==> config.mk <==
export PLATFORM = sky130hd
export DESIGN_NAME = pwm_bank
export DESIGN_NICKNAME = d
export VERILOG_FILES = /design/src/rtl/pwm_bank_pkg.sv /design/src/rtl/pwm_regs.sv /design/src/rtl/pwm_prescaler.sv /design/src/rtl/pwm_channel.sv /design/src/rtl/pwm_bank.sv
export SDC_FILE = /design/constraint.sdc
export NUM_CORES = 1
export LEC_CHECK = 0
export BUFFER_PORTS_ARGS = -buffer_cell sky130_fd_sc_hd__buf_4
export CORE_MARGIN = 4
export CORE_UTILIZATION = 48
export CTS_BUF_LIST = sky130_fd_sc_hd__clkbuf_4
export DETAILED_ROUTE_END_ITERATION = 12
export GPL_ROUTABILITY_DRIVEN = 0
export PLACE_DENSITY = 0.71
export SLEW_MARGIN = 0
export SYNTH_ARGS = -nofsm -noshare
export SYNTH_HDL_FRONTEND = slang
export SYNTH_SLANG_ARGS = --single-unit
==> constraint.sdc <==
create_clock -name clk -period 7 [get_ports clk]
set_clock_uncertainty 0.2 [all_clocks]
set_input_delay 0.7 -clock clk [delete_from_list [all_inputs] [get_ports clk]]
set_output_delay 0.7 -clock clk [all_outputs]
set_load 0.05 [all_outputs]
==> src/rtl/pwm_bank_pkg.sv <==
// Package pwm_bank_pkg
// Shared field layouts and decode helpers for the PWM bank.
// Assumes the period register layout (high to low) is prescaler code,
// idle drive code, active drive code, period count.
package pwm_bank_pkg;

    localparam int CNT_W = 16;
    localparam int PRE_W = 10;

    typedef struct packed {
        logic [2:0]       div_code;
        logic [1:0]       idle_lvl;
        logic [1:0]       act_lvl;
        logic [CNT_W-1:0] period;
    } period_cfg_t;

    typedef struct packed {
        logic [CNT_W-1:0] stop_at;
        logic [CNT_W-1:0] start_at;
    } phase_cfg_t;

    // Terminal prescaler count (divide ratio minus one) for each code.
    function automatic logic [PRE_W-1:0] prescale_limit(input logic [2:0] code);
        case (code)
            3'd0:    return PRE_W'(0);
            3'd1:    return PRE_W'(1);
            3'd2:    return PRE_W'(3);
            3'd3:    return PRE_W'(7);
            3'd4:    return PRE_W'(15);
            3'd5:    return PRE_W'(63);
            3'd6:    return PRE_W'(255);
            default: return PRE_W'(1023);
        endcase
    endfunction

    // Maps a drive code to {output enable, output level}.
    function automatic logic [1:0] level_drive(input logic [1:0] code);
        case (code)
            2'd3:    return 2'b11;
            2'd2:    return 2'b10;
            default: return 2'b00;
        endcase
    endfunction

endpackage

==> src/rtl/pwm_regs.sv <==
// Module pwm_regs
// Register file of the PWM bank: the enable register with its set, clear
// and toggle aliases, and the shadow phase/period registers of each channel.
// Assumes one write per cycle and a combinational read path.
module pwm_regs
    import pwm_bank_pkg::*;
#(
    parameter int NUM_CH = 3,
    parameter int ADDR_W = 8,
    parameter int DATA_W = 32
) (
    input  logic                     clk,
    input  logic                     rst_n,
    input  logic                     soft_rst,
    input  logic [ADDR_W-1:0]        bus_addr,
    input  logic [DATA_W-1:0]        bus_wdata,
    input  logic                     bus_we,
    output logic [DATA_W-1:0]        bus_rdata,
    output logic [NUM_CH-1:0]        ctrl_en,
    output period_cfg_t [NUM_CH-1:0] per_shadow,
    output phase_cfg_t  [NUM_CH-1:0] ph_shadow
);

    localparam int CTRL_OFS    = 'h00;
    localparam int SET_OFS     = 'h04;
    localparam int CLR_OFS     = 'h08;
    localparam int TOG_OFS     = 'h0C;
    localparam int BANK_BASE   = 'h10;
    localparam int BANK_STRIDE = 'h20;
    localparam int PER_W       = $bits(period_cfg_t);

    logic [NUM_CH-1:0] wdata_ch;
    logic              unused_wbits;

    assign wdata_ch     = bus_wdata[NUM_CH-1:0];
    assign unused_wbits = ^bus_wdata[DATA_W-1:PER_W];

    // Enable register: direct write or set/clear/toggle through the aliases.
    always_ff @(posedge clk) begin
        if (!rst_n || soft_rst) begin
            ctrl_en <= '0;
        end else if (bus_we) begin
            case (bus_addr)
                ADDR_W'(CTRL_OFS): ctrl_en <= wdata_ch;
                ADDR_W'(SET_OFS):  ctrl_en <= ctrl_en | wdata_ch;
                ADDR_W'(CLR_OFS):  ctrl_en <= ctrl_en & ~wdata_ch;
                ADDR_W'(TOG_OFS):  ctrl_en <= ctrl_en ^ wdata_ch;
                default:           ctrl_en <= ctrl_en;
            endcase
        end
    end

    for (genvar n = 0; n < NUM_CH; n++) begin : g_bank
        localparam logic [ADDR_W-1:0] PH_ADDR  = ADDR_W'(BANK_BASE + n * BANK_STRIDE);
        localparam logic [ADDR_W-1:0] PER_ADDR = ADDR_W'(BANK_BASE + BANK_STRIDE / 2 + n * BANK_STRIDE);

        // Shadow phase register of channel n.
        always_ff @(posedge clk) begin
            if (!rst_n || soft_rst) begin
                ph_shadow[n] <= '0;
            end else if (bus_we && bus_addr == PH_ADDR) begin
                ph_shadow[n] <= phase_cfg_t'(bus_wdata[2*CNT_W-1:0]);
            end
        end

        // Shadow period register of channel n.
        always_ff @(posedge clk) begin
            if (!rst_n || soft_rst) begin
                per_shadow[n] <= '0;
            end else if (bus_we && bus_addr == PER_ADDR) begin
                per_shadow[n] <= period_cfg_t'(bus_wdata[PER_W-1:0]);
            end
        end
    end

    // Read multiplexer: enables at the four control offsets, banks by stride.
    always_comb begin
        bus_rdata = '0;
        if (bus_addr == ADDR_W'(CTRL_OFS) || bus_addr == ADDR_W'(SET_OFS) ||
            bus_addr == ADDR_W'(CLR_OFS)  || bus_addr == ADDR_W'(TOG_OFS)) begin
            bus_rdata = DATA_W'(ctrl_en);
        end
        for (int n = 0; n < NUM_CH; n++) begin
            if (bus_addr == ADDR_W'(BANK_BASE + n * BANK_STRIDE)) begin
                bus_rdata = DATA_W'(ph_shadow[n]);
            end
            if (bus_addr == ADDR_W'(BANK_BASE + BANK_STRIDE / 2 + n * BANK_STRIDE)) begin
                bus_rdata = DATA_W'(per_shadow[n]);
            end
        end
    end

    AST_SET_ALIAS: assert property (@(posedge clk) disable iff (!rst_n)
        (bus_we && bus_addr == ADDR_W'(SET_OFS) && !soft_rst)
        |=> ((ctrl_en & $past(wdata_ch)) == $past(wdata_ch)));
    AST_SET_KEEPS: assert property (@(posedge clk) disable iff (!rst_n)
        (bus_we && bus_addr == ADDR_W'(SET_OFS) && !soft_rst)
        |=> ((ctrl_en & $past(ctrl_en)) == $past(ctrl_en)));
    AST_CLR_ALIAS: assert property (@(posedge clk) disable iff (!rst_n)
        (bus_we && bus_addr == ADDR_W'(CLR_OFS) && !soft_rst)
        |=> ((ctrl_en & $past(wdata_ch)) == '0));
    AST_SOFT_CLEAR: assert property (@(posedge clk) disable iff (!rst_n)
        soft_rst |=> (ctrl_en == '0));

endmodule

==> src/rtl/pwm_prescaler.sv <==
// Module pwm_prescaler
// Divides the input clock by the ratio selected by a 3-bit code and
// emits a one-cycle tick at the end of each prescaled interval.
// Assumes the code only changes on a tick or while held.
module pwm_prescaler
    import pwm_bank_pkg::*;
(
    input  logic       clk,
    input  logic       rst_n,
    input  logic       hold,
    input  logic [2:0] div_code,
    output logic       tick
);

    logic [PRE_W-1:0] pre_cnt;
    logic [PRE_W-1:0] limit;

    assign limit = prescale_limit(div_code);
    assign tick  = !hold && (pre_cnt == limit);

    // Interval counter: cleared while held, restarts after each tick.
    always_ff @(posedge clk) begin
        if (!rst_n || hold) begin
            pre_cnt <= '0;
        end else if (tick) begin
            pre_cnt <= '0;
        end else begin
            pre_cnt <= pre_cnt + PRE_W'(1);
        end
    end

    AST_PRE_HELD: assert property (@(posedge clk) disable iff (!rst_n)
        hold |=> (pre_cnt == '0));
    AST_PRE_BOUND: assert property (@(posedge clk) disable iff (!rst_n)
        !hold |-> (pre_cnt <= limit));

endmodule

==> src/rtl/pwm_channel.sv <==
// Module pwm_channel
// One PWM channel: working copies of its configuration, the period counter,
// the phase compare and the drive-code decode.
// Assumes the shadow configuration comes from the register file; it is
// copied in while the channel is disabled and at each period wrap.
module pwm_channel
    import pwm_bank_pkg::*;
(
    input  logic        clk,
    input  logic        rst_n,
    input  logic        soft_rst,
    input  logic        enable,
    input  period_cfg_t per_shadow,
    input  phase_cfg_t  ph_shadow,
    output logic        pwm_out,
    output logic        pwm_oe
);

    period_cfg_t      per_work;
    phase_cfg_t       ph_work;
    logic [CNT_W-1:0] cnt;
    logic             hold;
    logic             tick;
    logic             wrap;
    logic             active;
    logic [1:0]       drive;

    assign hold = soft_rst || !enable;
    assign wrap = tick && (cnt == per_work.period);

    pwm_prescaler u_pre (
        .clk      (clk),
        .rst_n    (rst_n),
        .hold     (hold),
        .div_code (per_work.div_code),
        .tick     (tick)
    );

    // Working configuration: follows the shadow while idle, else loads at wrap.
    always_ff @(posedge clk) begin
        if (!rst_n || soft_rst) begin
            per_work <= '0;
            ph_work  <= '0;
        end else if (!enable || wrap) begin
            per_work <= per_shadow;
            ph_work  <= ph_shadow;
        end
    end

    // Period counter: one step per tick, back to zero after the period count.
    always_ff @(posedge clk) begin
        if (!rst_n || hold) begin
            cnt <= '0;
        end else if (wrap) begin
            cnt <= '0;
        end else if (tick) begin
            cnt <= cnt + CNT_W'(1);
        end
    end

    // Phase compare and drive-code decode of the output pin.
    always_comb begin
        active  = (cnt >= ph_work.start_at) && (cnt < ph_work.stop_at);
        drive   = level_drive(active ? per_work.act_lvl : per_work.idle_lvl);
        pwm_oe  = enable && drive[1];
        pwm_out = enable && drive[0];
    end

    AST_CNT_BOUND: assert property (@(posedge clk) disable iff (!rst_n)
        enable |-> (cnt <= per_work.period));
    AST_CNT_STEP: assert property (@(posedge clk) disable iff (!rst_n)
        (!hold && tick && !wrap) |=> (cnt == $past(cnt) + CNT_W'(1)));
    AST_IDLE_HELD: assert property (@(posedge clk) disable iff (!rst_n)
        !enable |=> (cnt == '0));
    AST_CFG_HELD: assert property (@(posedge clk) disable iff (!rst_n)
        (enable && !wrap && !soft_rst) |=> ($stable(per_work) && $stable(ph_work)));

endmodule

==> src/rtl/pwm_bank.sv <==
// Module pwm_bank
// Top of the multi-channel PWM bank: a register file plus NUM_CH channels.
// Assumes ADDR_W is wide enough for 0x20 + (NUM_CH-1)*0x20.
module pwm_bank
    import pwm_bank_pkg::*;
#(
    parameter int NUM_CH = 3,
    parameter int ADDR_W = 8
) (
    input  logic              clk,
    input  logic              rst_n,
    input  logic              soft_rst,
    input  logic [ADDR_W-1:0] bus_addr,
    input  logic [31:0]       bus_wdata,
    input  logic              bus_we,
    output logic [31:0]       bus_rdata,
    output logic [NUM_CH-1:0] pwm_out,
    output logic [NUM_CH-1:0] pwm_oe
);

    localparam int DATA_W = 32;

    logic [NUM_CH-1:0]        ctrl_en;
    period_cfg_t [NUM_CH-1:0] per_shadow;
    phase_cfg_t  [NUM_CH-1:0] ph_shadow;

    pwm_regs #(
        .NUM_CH (NUM_CH),
        .ADDR_W (ADDR_W),
        .DATA_W (DATA_W)
    ) u_regs (
        .clk        (clk),
        .rst_n      (rst_n),
        .soft_rst   (soft_rst),
        .bus_addr   (bus_addr),
        .bus_wdata  (bus_wdata),
        .bus_we     (bus_we),
        .bus_rdata  (bus_rdata),
        .ctrl_en    (ctrl_en),
        .per_shadow (per_shadow),
        .ph_shadow  (ph_shadow)
    );

    for (genvar n = 0; n < NUM_CH; n++) begin : g_ch
        pwm_channel u_ch (
            .clk        (clk),
            .rst_n      (rst_n),
            .soft_rst   (soft_rst),
            .enable     (ctrl_en[n]),
            .per_shadow (per_shadow[n]),
            .ph_shadow  (ph_shadow[n]),
            .pwm_out    (pwm_out[n]),
            .pwm_oe     (pwm_oe[n])
        );
    end

    AST_DISABLED_RELEASE: assert property (@(posedge clk) disable iff (!rst_n)
        ((pwm_oe & ~ctrl_en) == '0) && ((pwm_out & ~pwm_oe) == '0));

endmodule

==> impl_metrics.env <==
export IMPL_ys_ff_latch=411
export IMPL_drive_gt1_share_pct=11.2
export IMPL_yosysMostFrequentCell="nand2_1"
export IMPL_relSlewSlack_pct=17.7
export IMPL_yosysSeqAreaShare_pct=41.1
export IMPL_cp_data_required_time_ps=6100
export IMPL_synthCells=2517
export IMPL_num_rows=74
export IMPL_yosysTopAreaCellShare_pct=41.1
export IMPL_io_buffers=81
export IMPL_grt_pass1_wl_mm=98.7
export IMPL_synth_edff_count=0
export IMPL_cap_viol_max_count=0
export IMPL_htreeDepth=3
export IMPL_synthTopCellsByCount="469 x nand2_1, 411 x dfxtp_1, 260 x a21oi_1"
export IMPL_synth_area_leaders="dfxtp_1 41%, nand2_1 8.8%, ha_1 6.6%"
export IMPL_place_inst=2975
export IMPL_critical_path_endpoint_type="output pin"
export IMPL_yosys_warnings=0
export IMPL_syn_cell_area_sq_um=20000
export IMPL_power_density_nw_per_um2=207
export IMPL_cts_max_path_buffers=3
export IMPL_avgRoutedWirePerCell_um=20.1
export IMPL_status="complete, no violations"
export IMPL_vias_per_cell=5.87
export IMPL_synth_top_area_cell="dfxtp_1"
export IMPL_synth_nets=2666
export IMPL_rsz0062_at_grt="false"
export IMPL_ys_types=67
export IMPL_grt_max_degree=111
export IMPL_cp_top_family="compound AO/OA/AOI/OAI gates"
export IMPL_drc=0
export IMPL_syn_to_final_growth_pct=12.5
export IMPL_hold_ws_ps=71.0
export IMPL_io_pins=82
export IMPL_cp_arrival_ps=3700
export IMPL_drt_first_pass_iters=8
export IMPL_initial_core_util_pct=48.8
export IMPL_finalSetupViolations=0
export IMPL_gr_total_overflow=0
export IMPL_path_buf_inv=1
export IMPL_crit_path_start_kind="flip-flop"
export IMPL_cts_tree="yes"
export IMPL_path_cells="ha_1 > and4_1 > nand4_1 > nor3_1 > o41ai_1 > a211oi_1 > mux2i_1 > buf_4"
export IMPL_min_period_ps=4600
export IMPL_dpl_hpwl_mm=46.0
export IMPL_worstSkewPairLatency_ps=850
export IMPL_clkSinkCount=411
export IMPL_hold_violations=0
export IMPL_antenna_found_initial=5
export IMPL_root_buffer="clkbuf_4"
export IMPL_postPlaceCellArea_sq_um=20800
export IMPL_irDropWorstVdd_mv=0.117
export IMPL_final_area_sq_um=22500
export IMPL_cts_inserted_buffers=106
export IMPL_hold_path_class="input pin to flip-flop"
export IMPL_cts_resized=0
export IMPL_die_h_um=212
export IMPL_cp_max_fo=6
export IMPL_dieArea_sq_um=45100
export IMPL_die_w_um=212
export IMPL_fin_crit_sh_pct=65.7
export IMPL_synth_ff_type="dfxtp_1"
export IMPL_core_sq_um=41000
export IMPL_slowest_delay_ps=720
export IMPL_synthArstFlopShare_pct=0
export IMPL_vias=18813
export IMPL_finalWirelength_mm=64.5
export IMPL_dr_first_iter_drc_count=2269
export IMPL_track_usage_pct=27.9
export IMPL_setup_tns_ps=0
export IMPL_crit_slowest_cell="a211oi_1"
export IMPL_final_nets=2733
export IMPL_clk_pin_slew_ps=70
export IMPL_p_leak_nw=8.58
export IMPL_syn_area_per_cell_sq_um=7.96
export IMPL_fmax_mhz=218
export IMPL_final_cells=3204
export IMPL_ant_nets=0
export IMPL_worst_slew_pin_slew_ps=1230
export IMPL_crit_type="flip-flop to output pin"
export IMPL_post_cts_buffers=0
export IMPL_drv_slew=0
export IMPL_grt_pass1_vias=17738
export IMPL_power_total_mw=4.68
## final cells by class
type	instances	area [sq um]
well taps	532	666
inverters	134	503
clock inverters	24	183
flip-flops and latches	411	8230
multi-input cells	1803	10700
fillers	3775	18500
diodes	8	20.0
repair buffers	128	1060
clock buffers	164	1230
## logic make-up after synthesis
family	synth area share [%]
AO/OA/AOI/OAI	16.9
XOR/XNOR	3.76
adder cells (fa/ha/maj)	6.61
buffers and inverters	6.00
flip-flops	41.1
multiplexers	4.48
AND/OR/NAND/NOR	21.2
## worst reg2reg max path, stage by stage (launching register included)
cell and delay [ps]:
dfxtp_1 540, xor2_1 120, nor4_1 400, nand4_1 350, o41ai_2 290, buf_4 760, mux2i_1 330, nor2_1 50
## sequential cells by signal, summed over array words and instances (netlist names)
register and cells:
u_regs.per_shadow 69, g_ch.u_ch.per_work 69, g_ch.u_ch.u_pre.pre_cnt 30, g_ch.u_ch.ph_work 96, u_regs.ctrl_en 3, u_regs.ph_shadow 96, g_ch.u_ch.cnt 48
## repair_timing
item                                    4_1_cts  5_1_grt
hold endpoints to repair                    151        0
hold buffers                                 33        0
endpoints found under the setup margin        0        0
## metrics by stage
step	worst slack (ps)	utilization [%]
global placement	2660	50.6
global route	2220	54.9
finish	2400	54.9
floorplan	2900	-
CTS	2390	54.9
detailed placement	2620	50.6
## cell usage in the layout, fill, tap and decap left out, types with 13 or more instances in the layout
cell,synthesis,final
xor2_1,51,51
nand3_1,160,160
a222oi_1,24,24
o31ai_1,48,48
clkinv_1,1,16
and3_1,25,25
xnor2_1,35,35
dfxtp_1,411,411
inv_1,133,133
clkbuf_4,0,164
a21oi_1,260,260
nand4_1,31,31
nor4_1,21,21
or3_1,16,16
a22o_1,14,14
dlygate4sd3_1,0,33
nand2_1,469,468
o21ai_0,124,124
nor3_1,13,13
nor2_1,169,169
mux2i_1,74,74
buf_4,11,94
mux2_2,14,14
or4_1,17,17
ha_1,105,105
## path summary, 6_finish.rpt
path | start | to | slack (ps) | cells after the start
worst max register to register | g_ch[1].u_ch.cnt[8] | g_ch[1].u_ch.ph_work[29] | 3740 | 7
worst min register to register | g_ch[2].u_ch.ph_work[20] | g_ch[2].u_ch.ph_work[20] | 270 | 2
worst max-delay path | g_ch[1].u_ch.cnt[13] | pwm_out[1] | 2400 | 8
worst min-delay path | bus_addr[3] | u_regs.ctrl_en[0] | 70 | 4
## power breakdown
group | leakage [nW] | switching [mW] | internal (mW)
clock network | 0.845 | 1.01 | 1.17
registers | 3.31 | 0.000707 | 2.34
logic | 4.43 | 0.112 | 0.0426
total | 8.58 | 1.12 | 3.55
## layer usage
metal / vias up / global-route usage [%] / part of all wire [%]
met5: - / 0 / 0.099
met2: 952 / 42.7 / 44
met3: 216 / 9.67 / 12
met1: 8699 / 35.7 / 39
li1: 8944 / - / -
met4: 2 / 12.5 / 4.7
Note: power is estimated with default switching activity, not from simulation.
